<file path="src/rtl/scard_act_pkg.sv">
package scard_act_pkg;

   typedef enum logic [2:0] {
      SEQ_SHUT = 3'd0,
      SEQ_SLOW = 3'd1,
      SEQ_FAST = 3'd2,
      SEQ_ON   = 3'd3,
      SEQ_DOWN = 3'd4
   } seq_state_e;

   // teardown steps after the reset drop: window, data, supply
   localparam int unsigned DOWN_LAST = 2;

   function automatic int unsigned cnt_width(input int unsigned max_val);
      return (max_val < 1) ? 1 : $clog2(max_val + 1);
   endfunction

endpackage

</file>
<file path="src/rtl/scard_cmd_sync.sv">
module scard_cmd_sync #(
   parameter int unsigned STAGES = 2
) (
   input  logic clk,
   input  logic rst_n,
   input  logic d_i,
   output logic q_o
);

   generate
      if (STAGES == 0) begin : g_direct
         assign q_o = d_i;
      end else begin : g_chain
         logic [STAGES-1:0] pipe;

         always_ff @(posedge clk or negedge rst_n) begin
            if (!rst_n) pipe[0] <= 1'b0;
            else        pipe[0] <= d_i;
         end

         for (genvar k = 1; k < STAGES; k++) begin : g_stage
            always_ff @(posedge clk or negedge rst_n) begin
               if (!rst_n) pipe[k] <= 1'b0;
               else        pipe[k] <= pipe[k-1];
            end
         end

         assign q_o = pipe[STAGES-1];
      end
   endgenerate

endmodule

</file>
<file path="src/rtl/scard_wrap_counter.sv">
module scard_wrap_counter #(
   parameter int unsigned MAX = 1,
   parameter int unsigned W   = scard_act_pkg::cnt_width(MAX)
) (
   input  logic         clk,
   input  logic         rst_n,
   input  logic         clr_i,
   input  logic         inc_i,
   output logic [W-1:0] cnt_o,
   output logic         wrap_o
);

   generate
      if (W < 32 && MAX >= (64'd1 << W)) begin : g_bad_width
         $error("scard_wrap_counter: W too small for MAX");
      end
   endgenerate

   assign wrap_o = inc_i && !clr_i && (cnt_o == W'(MAX));

   always_ff @(posedge clk or negedge rst_n) begin
      if (!rst_n)      cnt_o <= '0;
      else if (clr_i)  cnt_o <= '0;
      else if (wrap_o) cnt_o <= '0;
      else if (inc_i)  cnt_o <= cnt_o + W'(1);
   end

endmodule

</file>
<file path="src/rtl/scard_act_seq.sv">
module scard_act_seq
   import scard_act_pkg::*;
#(
   parameter int unsigned SLOW_CYC    = 384,
   parameter int unsigned HALF_T      = 32,
   parameter int unsigned DAT_HALVES  = 17,
   parameter int unsigned RST_HALVES  = 23,
   parameter int unsigned SYNC_STAGES = 2
) (
   input  logic clk,
   input  logic rst_n,
   input  logic sess_req_n,
   input  logic slow_tick,
   input  logic fast_tick,
   output logic osc_fast,
   output logic supply_en,
   output logic io_drive,
   output logic clk_window,
   output logic card_rst_en,
   output logic active
);

   localparam int unsigned SW = cnt_width(SLOW_CYC - 1);
   localparam int unsigned HW = cnt_width(HALF_T - 1);
   localparam int unsigned NW = cnt_width(RST_HALVES - 1);

   generate
      if (SLOW_CYC < 1) begin : g_bad_slow
         $error("scard_act_seq: SLOW_CYC must be at least 1");
      end
      if (HALF_T < 2) begin : g_bad_half
         $error("scard_act_seq: HALF_T must be at least 2");
      end
      if (DAT_HALVES < 1 || DAT_HALVES >= RST_HALVES) begin : g_bad_order
         $error("scard_act_seq: need 1 <= DAT_HALVES < RST_HALVES");
      end
      if ((RST_HALVES - DAT_HALVES) * HALF_T < 3) begin : g_bad_window
         $error("scard_act_seq: clock window would be empty");
      end
   endgenerate

   seq_state_e      state;
   logic            cmd_s;
   logic            cmd_q;
   logic [1:0]      down_step;

   logic [SW-1:0]   slow_cnt;
   logic            slow_done;
   logic [HW-1:0]   sub_cnt;
   logic            sub_wrap;
   logic [NW-1:0]   half_cnt;
   logic            half_done;

   logic            slow_inc;
   logic            fast_inc;
   logic            dat_ev;
   logic            open_ev;
   logic            close_ev;

   scard_cmd_sync #(.STAGES(SYNC_STAGES)) u_sync (
      .clk   (clk),
      .rst_n (rst_n),
      .d_i   (sess_req_n),
      .q_o   (cmd_s)
   );

   assign slow_inc = slow_tick && (state == SEQ_SLOW) && !cmd_s;
   assign fast_inc = fast_tick && (state == SEQ_FAST) && !cmd_s;

   scard_wrap_counter #(.MAX(SLOW_CYC - 1), .W(SW)) u_slow_cnt (
      .clk    (clk),
      .rst_n  (rst_n),
      .clr_i  (state != SEQ_SLOW),
      .inc_i  (slow_inc),
      .cnt_o  (slow_cnt),
      .wrap_o (slow_done)
   );

   scard_wrap_counter #(.MAX(HALF_T - 1), .W(HW)) u_sub_cnt (
      .clk    (clk),
      .rst_n  (rst_n),
      .clr_i  (state != SEQ_FAST),
      .inc_i  (fast_inc),
      .cnt_o  (sub_cnt),
      .wrap_o (sub_wrap)
   );

   scard_wrap_counter #(.MAX(RST_HALVES - 1), .W(NW)) u_half_cnt (
      .clk    (clk),
      .rst_n  (rst_n),
      .clr_i  (state != SEQ_FAST),
      .inc_i  (sub_wrap),
      .cnt_o  (half_cnt),
      .wrap_o (half_done)
   );

   // fast-phase events, all in half-T step coordinates
   assign dat_ev   = sub_wrap && (half_cnt == NW'(DAT_HALVES - 1));
   assign open_ev  = fast_inc && (sub_cnt == '0) && (half_cnt == NW'(DAT_HALVES));
   assign close_ev = fast_inc && (sub_cnt == HW'(HALF_T - 2))
                     && (half_cnt == NW'(RST_HALVES - 1));

   assign active = (state == SEQ_ON);

   always_ff @(posedge clk or negedge rst_n) begin
      if (!rst_n) begin
         state       <= SEQ_SHUT;
         cmd_q       <= 1'b0;
         down_step   <= '0;
         osc_fast    <= 1'b0;
         supply_en   <= 1'b0;
         io_drive    <= 1'b0;
         clk_window  <= 1'b0;
         card_rst_en <= 1'b0;
      end else begin
         cmd_q <= cmd_s;
         unique case (state)
            SEQ_SHUT: begin
               if (!cmd_s && cmd_q) state <= SEQ_SLOW;
            end
            SEQ_SLOW: begin
               if (cmd_s) begin
                  state <= SEQ_SHUT;
               end else if (slow_done) begin
                  state     <= SEQ_FAST;
                  osc_fast  <= 1'b1;
                  supply_en <= 1'b1;
               end
            end
            SEQ_FAST: begin
               if (cmd_s) begin
                  state       <= SEQ_DOWN;
                  down_step   <= '0;
                  card_rst_en <= 1'b0;
               end else begin
                  if (dat_ev)   io_drive   <= 1'b1;
                  if (open_ev)  clk_window <= 1'b1;
                  if (close_ev) clk_window <= 1'b0;
                  if (half_done) begin
                     card_rst_en <= 1'b1;
                     state       <= SEQ_ON;
                  end
               end
            end
            SEQ_ON: begin
               if (cmd_s) begin
                  state       <= SEQ_DOWN;
                  down_step   <= '0;
                  card_rst_en <= 1'b0;
               end
            end
            SEQ_DOWN: begin
               if (fast_tick) begin
                  if (down_step == 2'd0) begin
                     clk_window <= 1'b0;
                     down_step  <= 2'd1;
                  end else if (down_step == 2'd1) begin
                     io_drive  <= 1'b0;
                     down_step <= 2'(DOWN_LAST);
                  end else begin
                     supply_en <= 1'b0;
                     osc_fast  <= 1'b0;
                     down_step <= '0;
                     state     <= SEQ_SHUT;
                  end
               end
            end
            default: state <= SEQ_SHUT;
         endcase
      end
   end

endmodule

</file>
<file path="config.mk">
export PLATFORM = sky130hd
export DESIGN_NAME = scard_act_seq
export DESIGN_NICKNAME = d
export VERILOG_FILES = /design/src/rtl/scard_act_pkg.sv /design/src/rtl/scard_cmd_sync.sv /design/src/rtl/scard_wrap_counter.sv /design/src/rtl/scard_act_seq.sv
export SDC_FILE = /design/constraint.sdc
export NUM_CORES = 1
export LEC_CHECK = 0
export BUFFER_PORTS_ARGS = -buffer_cell sky130_fd_sc_hd__buf_2
export CAP_MARGIN = 20
export CORE_AREA = 3 3 59 61
export DETAILED_ROUTE_END_ITERATION = 8
export DIE_AREA = 0 0 62 64
export HOLD_SLACK_MARGIN = 0.12
export PLACE_DENSITY_LB_ADDON = 0.05
export SYNTH_ARGS = -nofsm -noshare
export SYNTH_HDL_FRONTEND = slang
export SYNTH_SLANG_ARGS = --single-unit
</file>
<file path="constraint.sdc">
create_clock -name clk -period 2.4 [get_ports clk]
set_input_delay 0.24 -clock clk [delete_from_list [all_inputs] [get_ports clk]]
set_output_delay 0.24 -clock clk [all_outputs]
set_load 0.03 [all_outputs]
</file>
Word level (Yosys, flattened, before mapping)
Index checks and enable logic that the tools add are counted.
{ "totals": {"reg_bits": 31, "inputBits": 5, "output_inout_bits": 6, "wordCells": 125} }
{ "classes": {"n_addsub": 3, "eq_ne": 28, "n_mux": 46, "n_reduce_logical": 36} }
{ "ops": {"columns": ["op", "n"], "rows": [
  ["$mux 5", 6],
  ["$mux 3", 9],
  ["$mux 9", 3],
  ["$eq 5x5->1 const B", 5],
  ["$ne 2x2->1 const B", 10],
  ["$mux 1", 18],
  ["$logic_and 1x1->1", 16],
  ["$pmux 3 s5", 1],
  ["$reduce_and 6->1", 2],
  ["$add 5x1->5 const B", 2],
  ["$add 9x1->9 const B", 1],
  ["$eq 9x9->1 const B", 1],
  ["$ne 3x2->1 const B", 3],
  ["$reduce_bool 3->1", 3],
  ["$mux 2", 4],
  ["$pmux 1 s2", 4],
  ["$reduce_bool 2->1", 4],
  ["$reduce_and 7->1", 1],
  ["$eq 3x2->1 const B", 2],
  ["$reduce_and 3->1", 2],
  ["$logic_not 5->1", 1],
  ["$reduce_and 5->1", 1],
  ["$ne 2x1->1 const B", 2],
  ["$pmux 2 s2", 1],
  ["9 further kinds", 11]
]} }

Logic depth before layout (Yosys ltp)
Gate-level depths: netlist of run 1.
{ "depth": {"word_depth": 10, "mapped_depth": 9, "depth_no_buf": 7} }

By module
A second synthesis of run 1 with hierarchy kept.
{ "hier_totals": {"cells_unflattened": 182, "hier_area_um2": 1798.0} }
{ "by_module_without_submodules": {"columns": ["module", "n_inst", "cells_per_inst", "area_each_um2", "seq_area_each_um2"], "rows": [
  ["scard_act_seq", 1, 63, 619.3, 250.2],
  ["scard_wrap_counter (u_slow_cnt)", 1, 59, 571.8, 225.2],
  ["scard_wrap_counter (u_half_cnt)", 1, 30, 282.8, 125.1],
  ["scard_wrap_counter (u_sub_cnt)", 1, 28, 274.0, 125.1],
  ["scard_cmd_sync", 1, 2, 50.0, 50.0]
]} }

Worst setup path after synthesis of run 1
OpenSTA, ideal clock, no wires.
{ "synth_timing": {"kind": "reg2reg", "start": "register u_sub_cnt.cnt_o[1]", "end": "register u_half_cnt.cnt_o[2]", "setup_ps": 78, "arrival_time_ps": 1833, "required_time_ps": 2322, "setup_slack_ps": 489, "path_stages_with_launch": 9, "path_buffers": 2, "period_less_slack_ps": 1911, "path_cell_list": "dfrtp_1 ha_1 and3_1 ha_1 buf_2 nand3b_1 buf_2 or3b_2 a21oi_1"} }
{ "synth_via": {"elab_chain_len": 6, "elab_cells_between_ends": 7, "cone_classes": "eq/ne (1); mux (2); reduce/logical (4)"} }
{ "synth_lines": {"columns": ["element", "line", "source"], "rows": [
  ["start, declared", "scard_wrap_counter.sv:9", "output logic [W-1:0] cnt_o,"],
  ["start signal, assigned", "scard_wrap_counter.sv:25", "else if (inc_i) cnt_o <= cnt_o + W'(1);"],
  ["$eq 5x5->1 (*)", "scard_wrap_counter.sv:19", "assign wrap_o = inc_i && !clr_i && (cnt_o == W'(MAX));"],
  ["$logic_and 1x1->1 (*)", "scard_wrap_counter.sv:19", null],
  ["$logic_and 1x1->1 (2 in a row)", "scard_wrap_counter.sv:19", null],
  ["$mux 5", "scard_wrap_counter.sv:24", "else if (wrap_o) cnt_o <= '0;"],
  ["$mux 5", "scard_wrap_counter.sv:23", "else if (clr_i) cnt_o <= '0;"],
  ["end signal, assigned", "scard_wrap_counter.sv:25", null],
  ["end, declared", "scard_wrap_counter.sv:9", null]
]} }
Every way passes the cells marked *; elsewhere a longest branch is shown, timed or not.
A chain may end at the register's enable or synchronous reset.

Final worst setup path of run 1
{ "layout_timing": {"start": "register u_sub_cnt.cnt_o[1]", "end": "register u_half_cnt.cnt_o[3]"} }
The elaborated chain is that of the path after synthesis.

==> flow_metrics.env, run 1 <==
export IMPL_grt_max_degree=32
export IMPL_fin_skew_ps=12.9
export IMPL_ys_async_sr_fraction_pct=100
export IMPL_tns_ps=0
export IMPL_place_area_um2=1870
export IMPL_status="completed"
export IMPL_cts_buffers=5
export IMPL_numPortBuffers=10
export IMPL_period_share_pct=90.3
export IMPL_die_height_um=64
export IMPL_rsz0062_at_grt="false"
export IMPL_ios=11
export IMPL_p_total_mw=0.889
export IMPL_cts_root_buf="clkbuf_4"
export IMPL_n_antenna_cell=0
export IMPL_clock_latency_ps=330
export IMPL_period_needed_ps=2170
export IMPL_utilization_pct=64.5
export IMPL_crit_type="reg -> reg"
export IMPL_grtUsageTotal_pct=20.7
export IMPL_core_um2=3030
export IMPL_fin_area_um2=1950
export IMPL_hp_class="in -> reg"
export IMPL_layout_drive_gt1_share_pct=14.3
export IMPL_grt_pass1_vias=1340
export IMPL_num_vias=1435
export IMPL_critPathMaxStageDelay_ps=540
export IMPL_clkTransAtPathRegs_ps=100
export IMPL_fin_nets=216
export IMPL_avgRoutedWirePerCell_um=14.2
export IMPL_crit_required_ps=2650
export IMPL_grt_overflow_total=0
export IMPL_clock_sinks=31
export IMPL_setup_viol=0
export IMPL_arrival_ps=2420
export IMPL_h_tree_depth=2
export IMPL_ys_ff_latch=31
export IMPL_ys_seq_area_share_pct=43.0
export IMPL_fmax_mhz=462
export IMPL_area_delta_synth_final_pct=8.33
export IMPL_worst_path_buf_inv=0
export IMPL_ys_dominant_reg_cell="dfrtp_1"
export IMPL_tightest_slew_ps=677
export IMPL_initial_utilization_pct=59.5
export IMPL_cts_buffer_depth=2
export IMPL_yosys_warnings=0
export IMPL_peakVddDrop_uv=291
export IMPL_slew_headroom_pct=54.8
export IMPL_cts_tree="built"
export IMPL_cp_max_fo=11
export IMPL_syn_nets=204
export IMPL_worstSetupStartpointType="flop"
export IMPL_rows=20
export IMPL_fillCellCount=259
export IMPL_cp_cell_sequence="ha_1 -> and3_1 -> ha_1 -> nand3b_1 -> or4_1 -> a21oi_1"
export IMPL_whs_ps=226
export IMPL_place_gp_congestion=0.869
export IMPL_hold_viol=0
export IMPL_antenna_found_initial=0
export IMPL_grt_first_pass_wirelength_mm=6.10
export IMPL_synth_edf_count=0
export IMPL_drt_wl_total_mm=3.51
export IMPL_path_common_cell="ha_1"
export IMPL_first_pass_iters=4
export IMPL_ant_nets=0
export IMPL_slew_viol_final=0
export IMPL_power_per_cell_area_nw_per_um2=455
export IMPL_synth_area_per_cell_um2=9.49
export IMPL_crit_family="simple AND/OR/NAND/NOR gates"
export IMPL_avgViaCountPerCell=5.81
export IMPL_crit_path_end_kind="flop"
export IMPL_die_area_um2=3970
export IMPL_die_width_um=62
export IMPL_crit_path_top_delay_cell="or4_1"
export IMPL_syn_area_um2=1800
export IMPL_drc=0
export IMPL_hpwlAfterDp_mm=2.42
export IMPL_postCtsResizedCells=0
export IMPL_drt_iter0_drc=113
export IMPL_synth_cell_types=49
export IMPL_power_leakage_nw=0.806
export IMPL_synth_cells=190
export IMPL_drv_cap=0
## metal layers
metal | global-route usage [%] | up-vias | wire [um]
li1 | - | 707 | -
met2 | 28.8 | 33 | 1570
met4 | 6.10 | 0 | 30
met3 | 7.47 | 5 | 156
met1 | 29.8 | 690 | 1750
met5 | 0 | - | 0
## through the flow
step           setup WS [ps]  cells
2_1_floorplan            489    190
3_3_place_gp             267    235
3_5_place_dp             155    235
4_1_cts                  132    245
5_1_grt                 51.8    247
6_report                 233    247
## worst paths after layout
kind,startpoint,endpoint,slack [ps],cells after the start
setup / recovery,u_sub_cnt.cnt_o[1],u_half_cnt.cnt_o[3],230,6
hold / removal,fast_tick,supply_en,230,2
setup reg to reg,u_sub_cnt.cnt_o[1],u_half_cnt.cnt_o[3],230,6
hold reg to reg,u_sync.g_chain.pipe[0],u_sync.q_o,370,0
max in group asynchronous,rst_n,u_sync.q_o,1480,2
min in group asynchronous,rst_n,down_step[0],470,2
## layout by cell type, fill, tap and decap left out, drive strengths merged, types with 3 or more instances in the layout
master and instances:
buf 14, nand2b 5, inv 8, nor3b 6, nand4 3, or3 3
nand3 6, nand2 9, nor2 17, mux2 3, nor2b 4, xnor2 3
or3b 5, a31oi 3, clkbuf 7, ha 9, dfrtp 31, a21oi 16
nand3b 3, o21ai 12, nor3 8
## cell type report
type	instances	area [um2]	area share, %
Clock buffer	7	45.0	2.31
Clock inverter	1	5.00	0.256
Tap cell	44	55.1	2.82
Multi-Input combinational cell	140	942	48.2
Timing Repair Buffer	16	100	5.12
Inverter	8	30.0	1.54
Sequential cell	31	776	39.7
## sequential cells by signal, summed over array words and instances (netlist names), 2 cells and up
| name | flops |
|---|---|
| state | 3 |
| u_sub_cnt.cnt_o | 5 |
| u_half_cnt.cnt_o | 5 |
| down_step | 2 |
| u_slow_cnt.cnt_o | 9 |
## cells by family (layout without fill, tap and decap cells)
logic type      count (synthesis)  count (layout)  synth area share (%)
buf+inv                        20              32                  5.14
flops                          31              31                  43.0
compound gates                 43              43                  15.4
mux                             4               4                  2.64
xor+xnor                        5               5                  2.43
fa+ha+maj                       9               9                  6.25
simple gates                   78              79                  25.1
## Yosys cell counts, types with 2 or more instances
master     n  area, um2
a21oi_1   15       75.1
a31oi_1    3       18.8
buf_2      8       40.0
buf_4      2       15.0
clkbuf_1   2       7.51
dfrtp_1   31        776
ha_1       9        113
inv_1      8       30.0
nand2_1    9       33.8
nand2b_1   5       31.3
nand3_1    6       30.0
nand3b_1   2       15.0
nand4_1    3       18.8
nor2_1    17       63.8
nor2b_1    4       25.0
nor3_1     8       40.0
nor3b_1    6       45.0
o21ai_0   12       60.1
o31ai_1    2       15.0
or3_1      3       18.8
or3b_1     2       17.5
or3b_4     2       22.5
or4_1      2       15.0
xnor2_1    3       26.3
xor2_1     2       17.5
## power breakdown
part           switching (mW)  total (mW)  internal [mW]
sequential             0.0135       0.542          0.528
combinational          0.0407      0.0593         0.0185
clock                   0.174       0.288          0.114
## repair_timing
action                                  4_1_cts  5_1_grt
buffers inserted                              0        1
endpoints found under the setup margin        0        1
endpoints found under the hold margin        32        0
hold buffers                                  2        0
(Power assumes the default switching activity.)
==> run 2: changes to the inputs <==
==> constraint.sdc (replaced) <==
create_clock -name clk -period 2.5 [get_ports clk]
set_input_delay 0.25 -clock clk [delete_from_list [all_inputs] [get_ports clk]]
set_output_delay 0.25 -clock clk [all_outputs]
set_load 0.03 [all_outputs]
==> flow_metrics.env, run 2 (synthesis results as in run 1) <==
export IMPL_fillCellCount=260
export IMPL_largest_register_ffs=9
export IMPL_fmax_mhz=456
export IMPL_fin_nets=215
export IMPL_n_antenna_cell=0
export IMPL_internal_power_mw=0.634
export IMPL_power_frac_clock_pct=32.7
export IMPL_power_leakage_nw=0.805
export IMPL_top_regs="u_slow_cnt.cnt_o: 9 flops, u_half_cnt.cnt_o: 5 flops, u_sub_cnt.cnt_o: 5 flops"
export IMPL_slew_viol_final=0
export IMPL_power_per_cell_area_nw_per_um2=441
export IMPL_clock_latency_ps=330
export IMPL_hpwlAfterDp_mm=2.49
export IMPL_hp_class="in -> reg"
export IMPL_pwr_share_comb_pct=6.8
export IMPL_layout_drive_gt1_share_pct=14.4
export IMPL_num_vias=1455
export IMPL_fin_skew_ps=11.1
export IMPL_critPathMaxStageDelay_ps=490
export IMPL_grt_overflow_total=0
export IMPL_die_width_um=62
export IMPL_tightest_slew_ps=696
export IMPL_worstSetupStartpointType="flop"
export IMPL_die_area_um2=3970
export IMPL_rsz0062_at_grt="false"
export IMPL_sw_frac_of_total_pct=26.1
export IMPL_die_height_um=64
export IMPL_slew_headroom_pct=53.6
export IMPL_period_needed_ps=2190
export IMPL_cts_tree="built"
export IMPL_hold_viol=0
export IMPL_p_sw_mw=0.224
export IMPL_place_area_um2=1860
export IMPL_setup_viol=0
export IMPL_area_delta_synth_final_pct=7.91
export IMPL_crit_path_end_kind="flop"
export IMPL_cp_cell_sequence="ha_1 -> and3_1 -> ha_1 -> nand3b_1 -> buf_4 -> or4_1 -> a21oi_1"
export IMPL_seqCellArea_um2=776
export IMPL_status="completed"
export IMPL_fin_area_um2=1950
export IMPL_period_share_pct=87.7
export IMPL_initial_utilization_pct=59.5
export IMPL_crit_family="simple AND/OR/NAND/NOR gates"
export IMPL_ios=11
export IMPL_worst_path_buf_inv=1
export IMPL_cp_max_fo=10
export IMPL_largest_register="u_slow_cnt.cnt_o"
export IMPL_numPortBuffers=10
export IMPL_crit_required_ps=2760
export IMPL_arrival_ps=2450
export IMPL_peakVddDrop_uv=331
export IMPL_drt_iter0_drc=133
export IMPL_drv_cap=0
export IMPL_p_total_mw=0.858
export IMPL_drc=0
export IMPL_grt_max_degree=32
export IMPL_preCtsSetupSlack_ps=202
export IMPL_h_tree_depth=2
export IMPL_path_common_cell="ha_1"
export IMPL_avgViaCountPerCell=5.91
export IMPL_crit_type="reg -> reg"
export IMPL_utilization_pct=64.3
export IMPL_first_pass_iters=4
export IMPL_grt_pass1_vias=1375
export IMPL_place_gp_congestion=0.829
export IMPL_sequentialPowerShare_pct=60.6
export IMPL_avgRoutedWirePerCell_um=14.8
export IMPL_cts_buffers=5
export IMPL_grt_first_pass_wirelength_mm=6.40
export IMPL_drt_wl_total_mm=3.64
export IMPL_cts_buffer_depth=2
export IMPL_rows=20
export IMPL_final_common_cell="dfrtp_1"
export IMPL_clkTransAtPathRegs_ps=100
export IMPL_layout_common_cells="31 x dfrtp_1, 17 x nor2_1, 15 x a21oi_1, 12 x o21ai_0, 10 x buf_2"
export IMPL_setup_slack_ps=307
export IMPL_core_um2=3030
export IMPL_tns_ps=0
export IMPL_grtUsageTotal_pct=21.5
export IMPL_postCtsResizedCells=0
export IMPL_clock_sinks=31
export IMPL_cts_root_buf="clkbuf_4"
export IMPL_ant_nets=0
export IMPL_multiInputGateArea_um2=935
export IMPL_crit_path_top_delay_cell="or4_1"
export IMPL_antenna_found_initial=0
## run 2: stage by stage
step,hold WS (ps),std cells
2_1_floorplan,-45.6,190
6_report,234,246
4_1_cts,204,244
5_1_grt,226,246
3_3_place_gp,325,234
3_5_place_dp,335,234
## run 2: per-layer routing
metal	routed length [um]	track usage, %	part of all wire [%]
met1	1770	31.3	49
met2	1710	30.7	47
met3	134	6.06	3.7
met4	15	6.37	0.41
met5	0	0	0
## run 2: final timing paths
kind | depth (start not counted) | startpoint | to | slack, ps
worst max-delay path | 7 | u_sub_cnt.cnt_o[1] | u_half_cnt.cnt_o[3] | 310
worst min-delay path | 2 | fast_tick | supply_en | 230
worst max register to register | 7 | u_sub_cnt.cnt_o[1] | u_half_cnt.cnt_o[3] | 310
worst min register to register | 0 | u_sync.g_chain.pipe[0] | u_sync.q_o | 370
max in group asynchronous | 2 | rst_n | u_slow_cnt.cnt_o[3] | 1560
min in group asynchronous | 2 | rst_n | state[2] | 480
## run 2: area by class of cell
cell class,count,area share (%)
clock inverter,1,0.257
clock buffer,7,2.32
sequential,31,39.9
inverter,8,1.54
multi-input combinational,139,48.0
tap,44,2.83
timing repair buffer,16,5.14
## run 2: power groups by stage
| stage | combinational, mW | clock [mW] | sequential (mW) |
|---|---|---|---|
| after floorplan | 0.0441 | 0 | 0.520 |
| after global placement | 0.0525 | 0 | 0.529 |
| after detailed placement | 0.0548 | 0 | 0.529 |
| after CTS | 0.0575 | 0.295 | 0.519 |
| after global routing | 0.0656 | 0.325 | 0.521 |
| final | 0.0582 | 0.280 | 0.520 |
## run 2: what timing repair did
| item | 4_1_cts | 5_1_grt |
|---|---|---|
| buffers inserted | 0 | 2 |
| hold endpoints to repair | 32 | 0 |
| endpoints found under the setup margin | 0 | 1 |
| hold buffers | 2 | 0 |
